`src/rtl/plic_arb_pkg.sv`:
```
// Package: shared sizing helpers for the target interrupt arbiter.
// Assumes: source count of at least 1.
package plic_arb_pkg;

    // Bits needed to carry IDs 0..n, where 0 means "no source".
    function automatic int unsigned id_bits(input int unsigned n);
        return (n < 1) ? 1 : $clog2(n + 1);
    endfunction

    // Depth of a binary tree covering n leaves (at least one level).
    function automatic int unsigned tree_levels(input int unsigned n);
        return (n <= 1) ? 1 : $clog2(n);
    endfunction

endpackage

```
`src/rtl/plic_arb_mask.sv`:
```
// Module: plic_arb_mask
// Turns the raw per-source inputs into tree leaves. A source that is not
// both pending and enabled, or whose priority is 0, becomes an empty leaf
// (priority 0, ID 0). A qualifying leaf carries its own ID, index + 1.
// Assumes: IDW can hold the value N.
module plic_arb_mask #(
    parameter int unsigned N      = 32,
    parameter int unsigned PRIO_W = 3,
    parameter int unsigned IDW    = 6
) (
    input  logic [N-1:0]        pending_i,
    input  logic [N-1:0]        enable_i,
    input  logic [N*PRIO_W-1:0] prio_i,
    output logic [N*PRIO_W-1:0] leaf_prio_o,
    output logic [N*IDW-1:0]    leaf_id_o
);

    for (genvar s = 0; s < N; s++) begin : g_src
        logic [PRIO_W-1:0] raw_prio;
        logic              qualifies;

        assign raw_prio  = prio_i[s*PRIO_W +: PRIO_W];
        // Candidate: pending, enabled and of nonzero priority.
        assign qualifies = pending_i[s] & enable_i[s] & (raw_prio != '0);

        assign leaf_prio_o[s*PRIO_W +: PRIO_W] = qualifies ? raw_prio : '0;
        assign leaf_id_o[s*IDW +: IDW]         = qualifies ? IDW'(s + 1) : '0;
    end

endmodule

```
`src/rtl/plic_arb_tree.sv`:
```
// Module: plic_arb_tree
// Binary tournament over the leaves. Each node keeps the left entry unless
// the right entry's priority is strictly greater. The left subtree always
// holds lower IDs, so a tie resolves to the lowest ID. Leaves past N are
// padded with empty entries, and an empty root yields ID 0.
// Assumes: empty leaves carry priority 0 and ID 0.
module plic_arb_tree #(
    parameter int unsigned N      = 32,
    parameter int unsigned PRIO_W = 3,
    parameter int unsigned IDW    = 6,
    parameter int unsigned LEVELS = 5
) (
    input  logic [N*PRIO_W-1:0] leaf_prio_i,
    input  logic [N*IDW-1:0]    leaf_id_i,
    output logic [PRIO_W-1:0]   win_prio_o,
    output logic [IDW-1:0]      win_id_o
);

    localparam int unsigned LEAVES = 1 << LEVELS;
    localparam int unsigned NODES  = 2 * LEAVES - 1;
    localparam int unsigned FIRST  = LEAVES - 1;

    logic [PRIO_W-1:0] node_prio [NODES];
    logic [IDW-1:0]    node_id   [NODES];

    // Leaf layer: real sources first, empty padding after them.
    for (genvar l = 0; l < LEAVES; l++) begin : g_leaf
        if (l < N) begin : g_real
            assign node_prio[FIRST + l] = leaf_prio_i[l*PRIO_W +: PRIO_W];
            assign node_id[FIRST + l]   = leaf_id_i[l*IDW +: IDW];
        end else begin : g_pad
            assign node_prio[FIRST + l] = '0;
            assign node_id[FIRST + l]   = '0;
        end
    end

    // Inner nodes: node k compares children 2k+1 (left) and 2k+2 (right).
    for (genvar k = 0; k < FIRST; k++) begin : g_node
        logic right_wins;
        assign right_wins   = node_prio[2*k + 2] > node_prio[2*k + 1];
        assign node_prio[k] = right_wins ? node_prio[2*k + 2] : node_prio[2*k + 1];
        assign node_id[k]   = right_wins ? node_id[2*k + 2]   : node_id[2*k + 1];
    end

    assign win_prio_o = node_prio[0];
    assign win_id_o   = node_id[0];

endmodule

```
`src/rtl/plic_arb_out.sv`:
```
// Module: plic_arb_out
// The single register stage. It stores the winning ID and whether the
// winning priority is strictly greater than the threshold.
// Assumes: an empty winner arrives as priority 0 and ID 0.
module plic_arb_out #(
    parameter int unsigned PRIO_W = 3,
    parameter int unsigned IDW    = 6
) (
    input  logic              clk_i,
    input  logic              rst_ni,
    input  logic [PRIO_W-1:0] win_prio_i,
    input  logic [IDW-1:0]    win_id_i,
    input  logic [PRIO_W-1:0] threshold_i,
    output logic              irq_o,
    output logic [IDW-1:0]    irq_id_o
);

    logic above;
    assign above = win_prio_i > threshold_i;

    // Register the request and the ID, clearing both on synchronous reset.
    always_ff @(posedge clk_i) begin
        if (!rst_ni) begin
            irq_o    <= 1'b0;
            irq_id_o <= '0;
        end else begin
            irq_o    <= above;
            irq_id_o <= win_id_i;
        end
    end

endmodule

```
`src/rtl/plic_target_arbiter.sv`:
```
// Module: plic_target_arbiter (top)
// Per-target selection of the highest-priority pending and enabled
// interrupt source. The selection is combinational and is followed by one
// register stage. The ID output follows the best candidate even when the
// threshold keeps the request low.
// Assumes: synchronous active-low reset; source i of the vectors is ID i+1.
module plic_target_arbiter
    import plic_arb_pkg::*;
#(
    parameter int unsigned N      = 32,
    parameter int unsigned PRIO_W = 3,
    parameter int unsigned IDW    = id_bits(N)
) (
    input  logic                clk_i,
    input  logic                rst_ni,
    input  logic [N-1:0]        pending_i,
    input  logic [N-1:0]        enable_i,
    input  logic [N*PRIO_W-1:0] prio_i,
    input  logic [PRIO_W-1:0]   threshold_i,
    output logic                irq_o,
    output logic [IDW-1:0]      irq_id_o
);

    localparam int unsigned LEVELS = tree_levels(N);

    logic [N*PRIO_W-1:0] leaf_prio;
    logic [N*IDW-1:0]    leaf_id;
    logic [PRIO_W-1:0]   win_prio;
    logic [IDW-1:0]      win_id;

    plic_arb_mask #(.N(N), .PRIO_W(PRIO_W), .IDW(IDW)) u_mask (
        .pending_i   (pending_i),
        .enable_i    (enable_i),
        .prio_i      (prio_i),
        .leaf_prio_o (leaf_prio),
        .leaf_id_o   (leaf_id)
    );

    plic_arb_tree #(.N(N), .PRIO_W(PRIO_W), .IDW(IDW), .LEVELS(LEVELS)) u_tree (
        .leaf_prio_i (leaf_prio),
        .leaf_id_i   (leaf_id),
        .win_prio_o  (win_prio),
        .win_id_o    (win_id)
    );

    plic_arb_out #(.PRIO_W(PRIO_W), .IDW(IDW)) u_out (
        .clk_i       (clk_i),
        .rst_ni      (rst_ni),
        .win_prio_i  (win_prio),
        .win_id_i    (win_id),
        .threshold_i (threshold_i),
        .irq_o       (irq_o),
        .irq_id_o    (irq_id_o)
    );

endmodule

```
`config.mk`:
```
export PLATFORM = sky130hd
export DESIGN_NAME = plic_target_arbiter
export DESIGN_NICKNAME = d
export VERILOG_FILES = /design/src/rtl/plic_arb_pkg.sv /design/src/rtl/plic_arb_mask.sv /design/src/rtl/plic_arb_tree.sv /design/src/rtl/plic_arb_out.sv /design/src/rtl/plic_target_arbiter.sv
export SDC_FILE = /design/constraint.sdc
export NUM_CORES = 1
export LEC_CHECK = 0
export ABC_AREA = 1
export BUFFER_PORTS_ARGS = -buffer_cell sky130_fd_sc_hd__buf_2
export CAP_MARGIN = 0
export CORE_MARGIN = 2
export CORE_UTILIZATION = 32
export CTS_CLUSTER_SIZE = 8
export DETAILED_ROUTE_END_ITERATION = 7
export GPL_ROUTABILITY_DRIVEN = 0
export GPL_TIMING_DRIVEN = 0
export PLACE_DENSITY_LB_ADDON = 0.25
export SLEW_MARGIN = 40
export SYNTH_ARGS = -nofsm -noshare
export SYNTH_HDL_FRONTEND = slang
export SYNTH_SLANG_ARGS = --single-unit
```
`constraint.sdc`:
```
create_clock -name clk_i -period 11.51 [get_ports clk_i]
set_clock_uncertainty 0.1 [all_clocks]
set_input_delay 1.7265 -clock clk_i [delete_from_list [all_inputs] [get_ports clk_i]]
set_output_delay 1.7265 -clock clk_i [all_outputs]
set_load 0.1 [all_outputs]
```
==> impl_metrics.yaml <==
finish:
  area_delta_synth_final_pct: 21.2
  num_antenna_cells: 0
  fillers: 2052
  final_common_cell: "nand2_1"
  final_core_util_pct: 39.2
  drive_above_1_share_pct: 20.1
  fin_nets: 1519
  final_cell_mix: "nand2_1, buf_2, inv_1"
synth:
  ys_ff_latch: 7
  syn_area_per_cell_um2: 5.33
  seq_area_frac_synth_pct: 2.43
  syn-num-nets: 1343
  synth_cell_type_count: 31
  synthCells: 1082
  syn_area_um2: 5770
  synth_edf_count: 0
  synth.top_cell.area_share_pct: 22.6
  ys_warn_count: 0
  synthTopCellsByArea: "nand2_1, ha_1, nand3_1"
  yosys.area.top_type: "nand2_1"
  synthFlopType: "dfxtp_1"
  ys_async_sr_fraction_pct: 0
cts:
  cts_tree: "done"
  ctsLongestPathBuffers: 2
  ctsHoldBuffers: 0
  numCtsBuffers: 3
  post_cts_buffers: 0
  clock-root-buffer: "clkbuf_16"
  h-tree-depth: 1
  clk_pin_slew_ps: 40
  numClockSinks: 7
  post_cts_resized: 0
global_routing:
  use_met2_pct: 29.2
  busiest_layer: "met2"
  grt_pass1_wl_um: 26200
  grt-ovfl-total: 0
  gr-usage-met1_pct: 19.4
  grt_use_met3_pct: 1.42
  first_global_vias: 6422
  antenna_found_initial: 2
  grt_max_degree: 11
  grt_util_all_layers_pct: 15.4
route:
  dr.first_iter.drc_count: 196
  vias: 6745
  firstDrtPassIters: 5
  antenna_left: 0
  avgViaCountPerCell: 4.54
  routedWlPerCell_um: 10.1
  drcViolationCount: 0
  routed_wl_um: 15000
critical_path:
  cp.arrival_ps: 8170
  path_common_cell: "nand2_1"
  worstPathRequired_ps: 11520
  crit_fanout: 10
  slowest_stage: "a32oi_4"
  worstSetupPathType: "in2reg"
  cp-start-kind: "input port"
  end_kind: "flop"
  max_stage_delay_ps: 300
min_path:
  hold_depth: 3
  hp-class: "in2reg"
power_and_ir_drop:
  power.density_nw_per_um2: 325
  peakVddDrop_v: 0.000368
  power.leakage_uw: 0.00432
sta:
  worst_pin_slew_ps: 556
  fmax_mhz: 123
  tns_ps: 0
  rsz0062_at_grt: "no"
  drv_slew: 0
  fin_crit_ps: 8160
  post-route-period-util_pct: 70.9
  setup_viol: 0
  hold_ws_ps: 1690
  hold_violations: 0
  relSlewSlack_pct: 62.5
floorplanning:
  die_y_um: 138
  start_util_pct: 32.3
  dieWidth_um: 138
  ios: 172
  core_area_um2: 17800
  std_cell_rows: 49
  die_area_um2: 19100
placement:
  portBuffers: 171
  dpl.hpwl_um: 13900
job:
  drv_cap: 0
status:
  outcome: "completed"
-- per-stage QoR --
stage / instance area (um^2) / setup WS [ps] / total power [uW] / cells
floorplan: 5770 / 4070 / 1760 / 1082
global placement: 6910 / 3060 / 2220 / 1482
detailed placement: 6910 / 3040 / 2240 / 1482
CTS: 6990 / 3280 / 2300 / 1486
global route: 6990 / 2670 / 2600 / 1486
finish: 6990 / 3350 / 2270 / 1486
-- power breakdown --
part           leakage [uW]  internal, uW  switching [uW]
combinational       0.00422           789            1380
sequential        0.0000576          42.0            2.56
clock             0.0000409          45.6            13.1
total               0.00432           876            1400
-- area by class of cell --
| cell class | instances | area, um^2 | area share [%] |
|---|---|---|---|
| tap | 229 | 287 | 4.10 |
| timing repair buffer | 171 | 856 | 12.2 |
| clock inverter | 1 | 5.00 | 0.0716 |
| clock buffer | 3 | 75.1 | 1.07 |
| inverter | 174 | 653 | 9.34 |
| sequential | 7 | 140 | 2.00 |
| multi-input combinational | 901 | 4980 | 71.2 |
-- cell usage after synthesis (3+ instances only) --
cell        n
nand3_1   143
nand3_2     4
o21ai_0    16
inv_1     166
nand2_1   348
nand2_2    24
o21ai_1    16
nand4_1     6
o211ai_1    4
nand3b_1   14
inv_2       8
nor2_4      6
and2_1     16
a21oi_2    12
nor2_2     10
nor3_1      3
or2_1       4
dfxtp_1     7
a21oi_1    48
nor2_1    111
ha_1       96
o21ai_2     8
-- final timing paths --
path | start | to | slack [ps]
max | pending_i[20] | u_out.irq_o | 3350
min | rst_ni | u_out.irq_id_o[0] | 1690
-- critical path, delay by kind of cell --
| family | cells | cell delay, ps |
|---|---|---|
| AOI/OAI and AO/OA | 6 | 1180 |
| and+or+nand+nor | 28 | 2920 |
| adders and majority gates | 6 | 1570 |
| buffers and inverters | 7 | 780 |
-- routing by layer --
metal,wire length (um),vias to the layer above
li1,-,3835
met1,7220,2798
met2,7160,98
met3,448,12
met4,114,2
met5,13,-
-- flip-flops by register name, summed over array words and instances, names as in the netlist --
name and flops:
u_out.irq_o 1, u_out.irq_id_o 6
-- cells by family (layout without fill, tap and decap cells) --
logic type               Yosys count  count (layout)  share of synthesized area, %
AND/OR/NAND/NOR                  692             692                          53.3
buffers and inverters            174             349                          11.3
AO/OA/AOI/OAI                    113             113                          12.2
adder cells (fa/ha/maj)           96              96                          20.8
flip-flops                         7               7                          2.43
Note: power is estimated with default switching activity, not from simulation.
